**config.mk**
```make
export PLATFORM = sky130hd
export DESIGN_NAME = regstack_ram
export DESIGN_NICKNAME = d
export VERILOG_FILES = /design/src/rtl/regram_pkg.sv /design/src/rtl/regram_array.sv /design/src/rtl/regram_addr_map.sv /design/src/rtl/regram_stack_ctrl.sv /design/src/rtl/regstack_ram.sv
export SDC_FILE = /design/constraint.sdc
export NUM_CORES = 2
export LEC_CHECK = 0
export BUFFER_PORTS_ARGS = -buffer_cell sky130_fd_sc_hd__buf_4
export CAP_MARGIN = 20
export CELL_PAD_IN_SITES_DETAIL_PLACEMENT = 0
export CELL_PAD_IN_SITES_GLOBAL_PLACEMENT = 2
export CORE_ASPECT_RATIO = 2
export CORE_MARGIN = 2
export CORE_UTILIZATION = 37
export DETAILED_ROUTE_END_ITERATION = 10
export GPL_TIMING_DRIVEN = 0
export PLACE_DENSITY_LB_ADDON = 0.05
export SYNTH_ARGS = -nofsm -noshare
export SYNTH_HDL_FRONTEND = slang
export SYNTH_SLANG_ARGS = --single-unit
```
**constraint.sdc**
```tcl
create_clock -name clk -period 2.46 [get_ports clk]
set_input_delay 0.246 -clock clk [delete_from_list [all_inputs] [get_ports clk]]
set_output_delay 0.246 -clock clk [all_outputs]
set_load 0.005 [all_outputs]
```
**src/rtl/regram_pkg.sv**
```systemverilog
package regram_pkg;

    // Operation accepted in a cycle, after priority resolution
    typedef enum logic [2:0] {
        OP_IDLE = 3'd0,
        OP_PUSH = 3'd1,
        OP_POP  = 3'd2,
        OP_IND  = 3'd3,
        OP_REG  = 3'd4
    } op_e;

endpackage

```
**src/rtl/regram_array.sv**
```systemverilog
module regram_array #(
    parameter int DATA_W = 8,
    parameter int DEPTH  = 128,
    parameter int NWR    = 2,
    parameter int NRD    = 3,
    localparam int AW    = $clog2(DEPTH)
) (
    input  logic                          clk,
    input  logic                          rst_n,
    input  logic [NWR-1:0]                wr_en,
    input  logic [NWR-1:0][AW-1:0]        wr_addr,
    input  logic [NWR-1:0][DATA_W-1:0]    wr_data,
    input  logic [AW-1:0]                 ptr_raddr,
    output logic [DATA_W-1:0]             ptr_rdata,
    input  logic [NRD-1:0][AW-1:0]        rd_addr,
    output logic [NRD-1:0][DATA_W-1:0]    rd_dat
);

    logic [DATA_W-1:0] mem_q [DEPTH];
    logic [DATA_W-1:0] mem_d [DEPTH];

    always_comb begin
        mem_d = mem_q;
        for (int w = 0; w < NWR; w++) begin
            if (wr_en[w]) begin
                mem_d[wr_addr[w]] = wr_data[w];
            end
        end
    end

    always_ff @(posedge clk or negedge rst_n) begin
        if (!rst_n) begin
            for (int i = 0; i < DEPTH; i++) begin
                mem_q[i] <= '0;
            end
        end else begin
            mem_q <= mem_d;
        end
    end

    assign ptr_rdata = mem_q[ptr_raddr];

    for (genvar r = 0; r < NRD; r++) begin : g_rd
        assign rd_dat[r] = mem_q[rd_addr[r]];
    end

    // Two write ports enabled together must target different bytes (push pair)
    for (genvar w = 1; w < NWR; w++) begin : g_wchk
        p_wr_distinct_r6: assert property (@(posedge clk) disable iff (!rst_n)
            (wr_en[0] && wr_en[w]) |-> (wr_addr[0] != wr_addr[w]))
            else $error("write ports collide");
    end

endmodule

```
**src/rtl/regram_addr_map.sv**
```systemverilog
module regram_addr_map #(
    parameter int DATA_W     = 8,
    parameter int AW         = 7,
    parameter int IDXW       = 3,
    parameter int BANK1_BASE = 24
) (
    input  logic              bank_sel,
    input  logic [IDXW-1:0]   reg_idx,
    input  logic              ind_sel,
    input  logic [DATA_W-1:0] ptr_val,
    output logic [AW-1:0]     ptr_addr,
    output logic [AW-1:0]     reg_addr,
    output logic [AW-1:0]     ind_addr
);

    logic [AW-1:0] base;

    always_comb begin
        base     = bank_sel ? AW'(BANK1_BASE) : '0;
        reg_addr = base + AW'(reg_idx);
        ptr_addr = base + AW'(ind_sel);
        // Only the low AW bits of the pointer matter: high values fold back
        ind_addr = ptr_val[AW-1:0];
    end

endmodule

```
**src/rtl/regram_stack_ctrl.sv**
```systemverilog
module regram_stack_ctrl #(
    parameter int AW         = 7,
    parameter int LVLS       = 8,
    parameter int STACK_BASE = 8,
    localparam int SPW       = $clog2(LVLS)
) (
    input  logic           clk,
    input  logic           rst_n,
    input  logic           push,
    input  logic           pop,
    output logic [SPW-1:0] sp,
    output logic [AW-1:0]  push_lo,
    output logic [AW-1:0]  push_hi,
    output logic [AW-1:0]  pop_lo,
    output logic [AW-1:0]  pop_hi
);

    typedef struct packed {
        logic [SPW-1:0] sp;
    } stk_t;

    stk_t stk_d, stk_q;
    logic [SPW-1:0] sp_dec;

    always_comb begin
        stk_d  = stk_q;
        sp_dec = stk_q.sp - SPW'(1);
        if (push) begin
            stk_d.sp = stk_q.sp + SPW'(1);
        end else if (pop) begin
            stk_d.sp = sp_dec;
        end
        push_lo = AW'(STACK_BASE) + AW'({stk_q.sp, 1'b0});
        push_hi = push_lo + AW'(1);
        pop_lo  = AW'(STACK_BASE) + AW'({sp_dec, 1'b0});
        pop_hi  = pop_lo + AW'(1);
    end

    always_ff @(posedge clk or negedge rst_n) begin
        if (!rst_n) begin
            stk_q <= '0;
        end else begin
            stk_q <= stk_d;
        end
    end

    assign sp = stk_q.sp;

    p_push_inc_r8: assert property (@(posedge clk) disable iff (!rst_n)
        push |=> (sp == SPW'($past(sp) + SPW'(1))))
        else $error("push did not advance sp");

    p_pop_dec_r7: assert property (@(posedge clk) disable iff (!rst_n)
        (pop && !push) |=> (sp == SPW'($past(sp) - SPW'(1))))
        else $error("pop did not retreat sp");

    p_both_push_r11: assert property (@(posedge clk) disable iff (!rst_n)
        (pop && push) |=> (sp != $past(sp) - SPW'(1)))
        else $error("pop won over push");

    p_sp_hold_r8: assert property (@(posedge clk) disable iff (!rst_n)
        (!push && !pop) |=> $stable(sp))
        else $error("sp moved while idle");

endmodule

```
**src/rtl/regstack_ram.sv**
```systemverilog
module regstack_ram #(
    parameter int DATA_W     = 8,
    parameter int DEPTH      = 128,
    parameter int REGS       = 8,
    parameter int BANK1_BASE = 24,
    parameter int STACK_BASE = 8,
    parameter int STACK_LVLS = 8,
    localparam int AW        = $clog2(DEPTH),
    localparam int IDXW      = $clog2(REGS),
    localparam int SPW       = $clog2(STACK_LVLS)
) (
    input  logic                  clk,
    input  logic                  rst_n,
    input  logic                  bank_sel,
    input  logic                  reg_en,
    input  logic [IDXW-1:0]       reg_idx,
    input  logic                  ind_en,
    input  logic                  ind_sel,
    input  logic                  acc_we,
    input  logic [DATA_W-1:0]     acc_wdata,
    input  logic                  push,
    input  logic [2*DATA_W-1:0]   push_data,
    input  logic                  pop,
    output logic [DATA_W-1:0]     rd_data,
    output logic [2*DATA_W-1:0]   pop_data,
    output logic [SPW-1:0]        sp
);
    import regram_pkg::*;

    localparam int NWR = 2;
    localparam int NRD = 3;

    typedef struct packed {
        logic [DATA_W-1:0]   rd;
        logic [2*DATA_W-1:0] pd;
    } out_t;

    out_t out_d, out_q;
    op_e  op;

    logic [AW-1:0]     ptr_addr, reg_addr, ind_addr, acc_addr;
    logic [DATA_W-1:0] ptr_val;
    logic [AW-1:0]     stk_push_lo, stk_push_hi, stk_pop_lo, stk_pop_hi;

    logic [NWR-1:0]             wr_en;
    logic [NWR-1:0][AW-1:0]     wr_addr;
    logic [NWR-1:0][DATA_W-1:0] wr_data;
    logic [NRD-1:0][AW-1:0]     rd_addr;
    logic [NRD-1:0][DATA_W-1:0] rd_dat;

    regram_addr_map #(
        .DATA_W    (DATA_W),
        .AW        (AW),
        .IDXW      (IDXW),
        .BANK1_BASE(BANK1_BASE)
    ) u_map (
        .bank_sel (bank_sel),
        .reg_idx  (reg_idx),
        .ind_sel  (ind_sel),
        .ptr_val  (ptr_val),
        .ptr_addr (ptr_addr),
        .reg_addr (reg_addr),
        .ind_addr (ind_addr)
    );

    regram_stack_ctrl #(
        .AW        (AW),
        .LVLS      (STACK_LVLS),
        .STACK_BASE(STACK_BASE)
    ) u_stk (
        .clk     (clk),
        .rst_n   (rst_n),
        .push    (push),
        .pop     (pop),
        .sp      (sp),
        .push_lo (stk_push_lo),
        .push_hi (stk_push_hi),
        .pop_lo  (stk_pop_lo),
        .pop_hi  (stk_pop_hi)
    );

    regram_array #(
        .DATA_W (DATA_W),
        .DEPTH  (DEPTH),
        .NWR    (NWR),
        .NRD    (NRD)
    ) u_mem (
        .clk       (clk),
        .rst_n     (rst_n),
        .wr_en     (wr_en),
        .wr_addr   (wr_addr),
        .wr_data   (wr_data),
        .ptr_raddr (ptr_addr),
        .ptr_rdata (ptr_val),
        .rd_addr   (rd_addr),
        .rd_dat    (rd_dat)
    );

    // Priority: push, pop, indirect, register
    always_comb begin
        if (push)        op = OP_PUSH;
        else if (pop)    op = OP_POP;
        else if (ind_en) op = OP_IND;
        else if (reg_en) op = OP_REG;
        else             op = OP_IDLE;
    end

    assign acc_addr = (op == OP_IND) ? ind_addr : reg_addr;
    assign rd_addr  = {stk_pop_hi, stk_pop_lo, acc_addr};

    always_comb begin
        out_d   = out_q;
        wr_en   = '0;
        wr_addr = '0;
        wr_data = '0;
        case (op)
            OP_PUSH: begin
                wr_en      = '1;
                wr_addr[0] = stk_push_lo;
                wr_data[0] = push_data[DATA_W-1:0];
                wr_addr[1] = stk_push_hi;
                wr_data[1] = push_data[2*DATA_W-1:DATA_W];
            end
            OP_POP: begin
                out_d.pd = {rd_dat[2], rd_dat[1]};
            end
            OP_IND, OP_REG: begin
                out_d.rd   = rd_dat[0];
                wr_en[0]   = acc_we;
                wr_addr[0] = acc_addr;
                wr_data[0] = acc_wdata;
            end
            default: ;
        endcase
    end

    always_ff @(posedge clk or negedge rst_n) begin
        if (!rst_n) begin
            out_q <= '0;
        end else begin
            out_q <= out_d;
        end
    end

    assign rd_data  = out_q.rd;
    assign pop_data = out_q.pd;

    p_rd_hold_r10: assert property (@(posedge clk) disable iff (!rst_n)
        (push || pop || (!ind_en && !reg_en)) |=> $stable(rd_data))
        else $error("rd_data changed without an accepted access");

    p_pop_hold_r7: assert property (@(posedge clk) disable iff (!rst_n)
        (push || !pop) |=> $stable(pop_data))
        else $error("pop_data changed without a pop");

    p_push_window_r6: assert property (@(posedge clk) disable iff (!rst_n)
        push |-> (stk_push_lo >= AW'(STACK_BASE)) &&
                 (stk_push_hi <  AW'(STACK_BASE + 2*STACK_LVLS)))
        else $error("push outside stack window");

    p_pop_window_r7: assert property (@(posedge clk) disable iff (!rst_n)
        (pop && !push) |-> (stk_pop_lo >= AW'(STACK_BASE)) &&
                           (stk_pop_hi <  AW'(STACK_BASE + 2*STACK_LVLS)))
        else $error("pop outside stack window");

endmodule

```
==> qor.yml <==
status: "finished, violations left"
violations: "hold timing, setup timing"
yosys_warnings: 0
synth.largest_area_cell: "dfrtp_1"
drive_above_1_share: 0.279
fp.dieArea_um2: 137000
rows: 190
vias_per_cell: 6.13
synth_seq_cells: 1051
hold_buffers: 19
synth_cell_type_count: 76
io_buffers: 53
syn-instance-count: 5396
p_per_area_nw_per_um2: 882
htree_levels: 3
first_pass_iters: 8
fp.dieH_um: 522
cts.sinks: 1051
wl_per_cell_um: 39.5
cts-buffers-inserted: 104
p_leak_nw: 29.0
r2r_setup_slack_ps: -1340
grt_usage: 0.432
synth_top_area_frac: 0.531
antenna_found_initial: 15
start_kind: "register"
irDropWorstVdd_mv: 0.665
maxCapViolCount: 0
grt_pass1_vias: 45800
syn_avg_cell_area_um2: 9.19
dp_hpwl_um: 218000
synth_area_um2: 49600
crit_path_max_fanout: 10
crit-reg2reg-capture: "rd_data[1]"
area_delta_synth_final_pct: 35.0
syn-num-nets: 5434
tightest_slew_ps: 1250
root_buffer: "clkbuf_16"
setup_viol: 1050
cts_tree: "yes"
finalCritPeriodShare: 1.55
hold_ws_ps: -576
ff2ff_path_depth: 13
finalCriticalPeriod_ps: 3800
r2r_start: "u_mem.mem_q[1009]"
nFillCells: 12700
cp.arrival_ps: 4350
finalNetCount: 5986
async_reset_ff_frac: 1.00
critPathKind: "register to register"
fin_area_um2: 66900
synth_seq_area_share: 0.531
dr_total_vias: 47700
grt_remaining_overflow: 0
synth_edf_count: 0
end_kind: "register"
required_ps: 3010
final.setup.worst_slack_ps: -1340
rsz0062_at_grt: "true"
fin_setup_tns_ps: -854880
max_slew_margin: 0.169
die_w_um: 263
num_io_pins: 63
gp_congestion: 1.02
drt_iter0_drc: 5179
wirelength_um: 307000
insertion_delay_ps: 770
ys.flop_type: "dfrtp_1"
grt_max_degree: 160
final_hold_viol_count: 121
start_util: 0.371
place_area_um2: 54800
clockBufferDepth: 3
finalClockSkew_ps: 27.7
ant_nets: 0
grt_pass1_wl_um: 398000
hp-class: "primary input to async pin"
ys_top_cells_by_area: "dfrtp_1 (53%), a21oi_1 (10%), nor2_1 (7.4%)"
clk_pin_slew_ps: 70
drv_slew: 0
floorplan.core_area_um2: 134000
fmax_mhz: 263
post-route-drc-count: 0
-- placed cells by master, fill, tap and decap left out, types with 23 or more instances in the layout --
cell / synthesis / layout
clkbuf_8: 0 / 44
nor3_4: 3 / 39
dfrtp_1: 1051 / 1048
nor2_4: 10 / 112
mux2i_4: 2 / 36
o21ai_1: 13 / 41
clkbuf_4: 0 / 25
nor2_2: 57 / 42
nand3_2: 2 / 24
nand3_1: 252 / 216
a21oi_1: 1018 / 760
buf_6: 8 / 152
buf_16: 0 / 41
clkbuf_2: 6 / 46
clkbuf_1: 225 / 140
o21ai_0: 136 / 95
buf_12: 0 / 67
nand2_1: 715 / 689
buf_2: 179 / 35
mux2i_1: 254 / 204
nand4_1: 23 / 23
buf_4: 9 / 254
clkbuf_16: 0 / 132
mux4_2: 70 / 70
nor2_1: 979 / 892
buf_8: 0 / 75
a21oi_2: 1 / 249
-- logic make-up (layout without fill, tap and decap cells) --
kind of cell | count (synthesis) | count (layout) | synth area share
AOI/OAI and AO/OA | 1420 | 1420 | 0.160
xor gates and xnor gates | 3 | 3 | 0.000530
DFF | 1051 | 1051 | 0.531
other | 0 | 9 | 0
adders and majority gates | 2 | 2 | 0.000505
buffers and inverters | 457 | 1097 | 0.0412
and+or+nand+nor | 2133 | 2133 | 0.183
muxes | 330 | 330 | 0.0850
-- worst max-delay path, stage by stage, from the launching register on --
cell	delay, ps
dfrtp_2	430
mux4_2	600
mux2_4	400
buf_12	190
buf_16	160
buf_12	180
buf_16	190
buf_6	190
nand2_1	130
nand3_2	230
nand3_2	190
nand3_1	90
nand4_1	260
nand4_1	300
-- per-layer routing --
metal | part of all wire | GRT usage | wire (um) | up-vias
li1 | - | - | - | 19800
met1 | 0.32 | 0.439 | 97300 | 23900
met2 | 0.47 | 0.714 | 145000 | 2687
met3 | 0.079 | 0.0974 | 24300 | 1232
met4 | 0.13 | 0.446 | 41000 | 2
met5 | 0.000029 | 0 | 9 | -
-- power breakdown --
part	switching, W	internal [W]	total, W
Sequential	0.00274	0.0202	0.0229
Combinational	0.0115	0.00667	0.0182
Clock	0.00785	0.0101	0.0179
Total	0.0221	0.0369	0.0590
-- worst max path at each step --
stage                       from          to  slack, ps  depth (start not counted)
2_1_floorplan            ind_sel  rd_data[7]       -150                         11
3_3_place_gp               rst_n   async pin     -12440                          1
3_5_place_dp                push  rd_data[3]      -3540                         13
4_1_cts        u_mem.mem_q[1009]  rd_data[1]      -1200                         12
5_1_grt        u_mem.mem_q[1009]  rd_data[0]      -1220                         12
6_report       u_mem.mem_q[1009]  rd_data[1]      -1340                         13
-- cell usage after synthesis (25+ instances only) --
master and n:
mux4_2 70, nor2_2 57, nand2_1 715, nand3_1 252, nor2_1 979, clkbuf_1 225, dfrtp_1 1051, a22oi_1 26
mux2i_1 254, a21oi_1 1018, o21ai_0 136, buf_2 179, nor3_2 37, a31oi_1 31, buf_1 25
-- what timing repair did --
item / in CTS / in global routing
cloned: 4 / 50
setup endpoints to repair: 1049 / 1050
buffers inserted: 47 / 213
resized for setup: 610 / 656
pin swaps: 74 / 210
endpoints found under the hold margin: 164 / 111
-- layout make-up --
cell class,count,area [um2],area share
multi-input combinational,3888,25100,0.375
inverter,5,18.8,0.000280
clock inverter,48,726,0.0108
timing repair buffer,449,5370,0.0803
buffer,449,4210,0.0629
sequential,1051,26300,0.393
clock buffer,146,2980,0.0446
tap,1728,2160,0.0323
antenna,9,22.5,0.000337
-- metrics by stage --
step | total power (W) | util | worst slack (ps) | cells
2_1_floorplan | 0.0299 | - | -153 | 5396
5_1_grt | 0.0603 | 0.501 | -1220 | 7768
3_3_place_gp | 0.0372 | 0.402 | -12440 | 7177
4_1_cts | 0.0568 | 0.463 | -1200 | 7503
6_report | 0.0590 | 0.501 | -1340 | 7773
3_5_place_dp | 0.0377 | 0.410 | -3540 | 7241
Power figures use the tool's default switching activity.
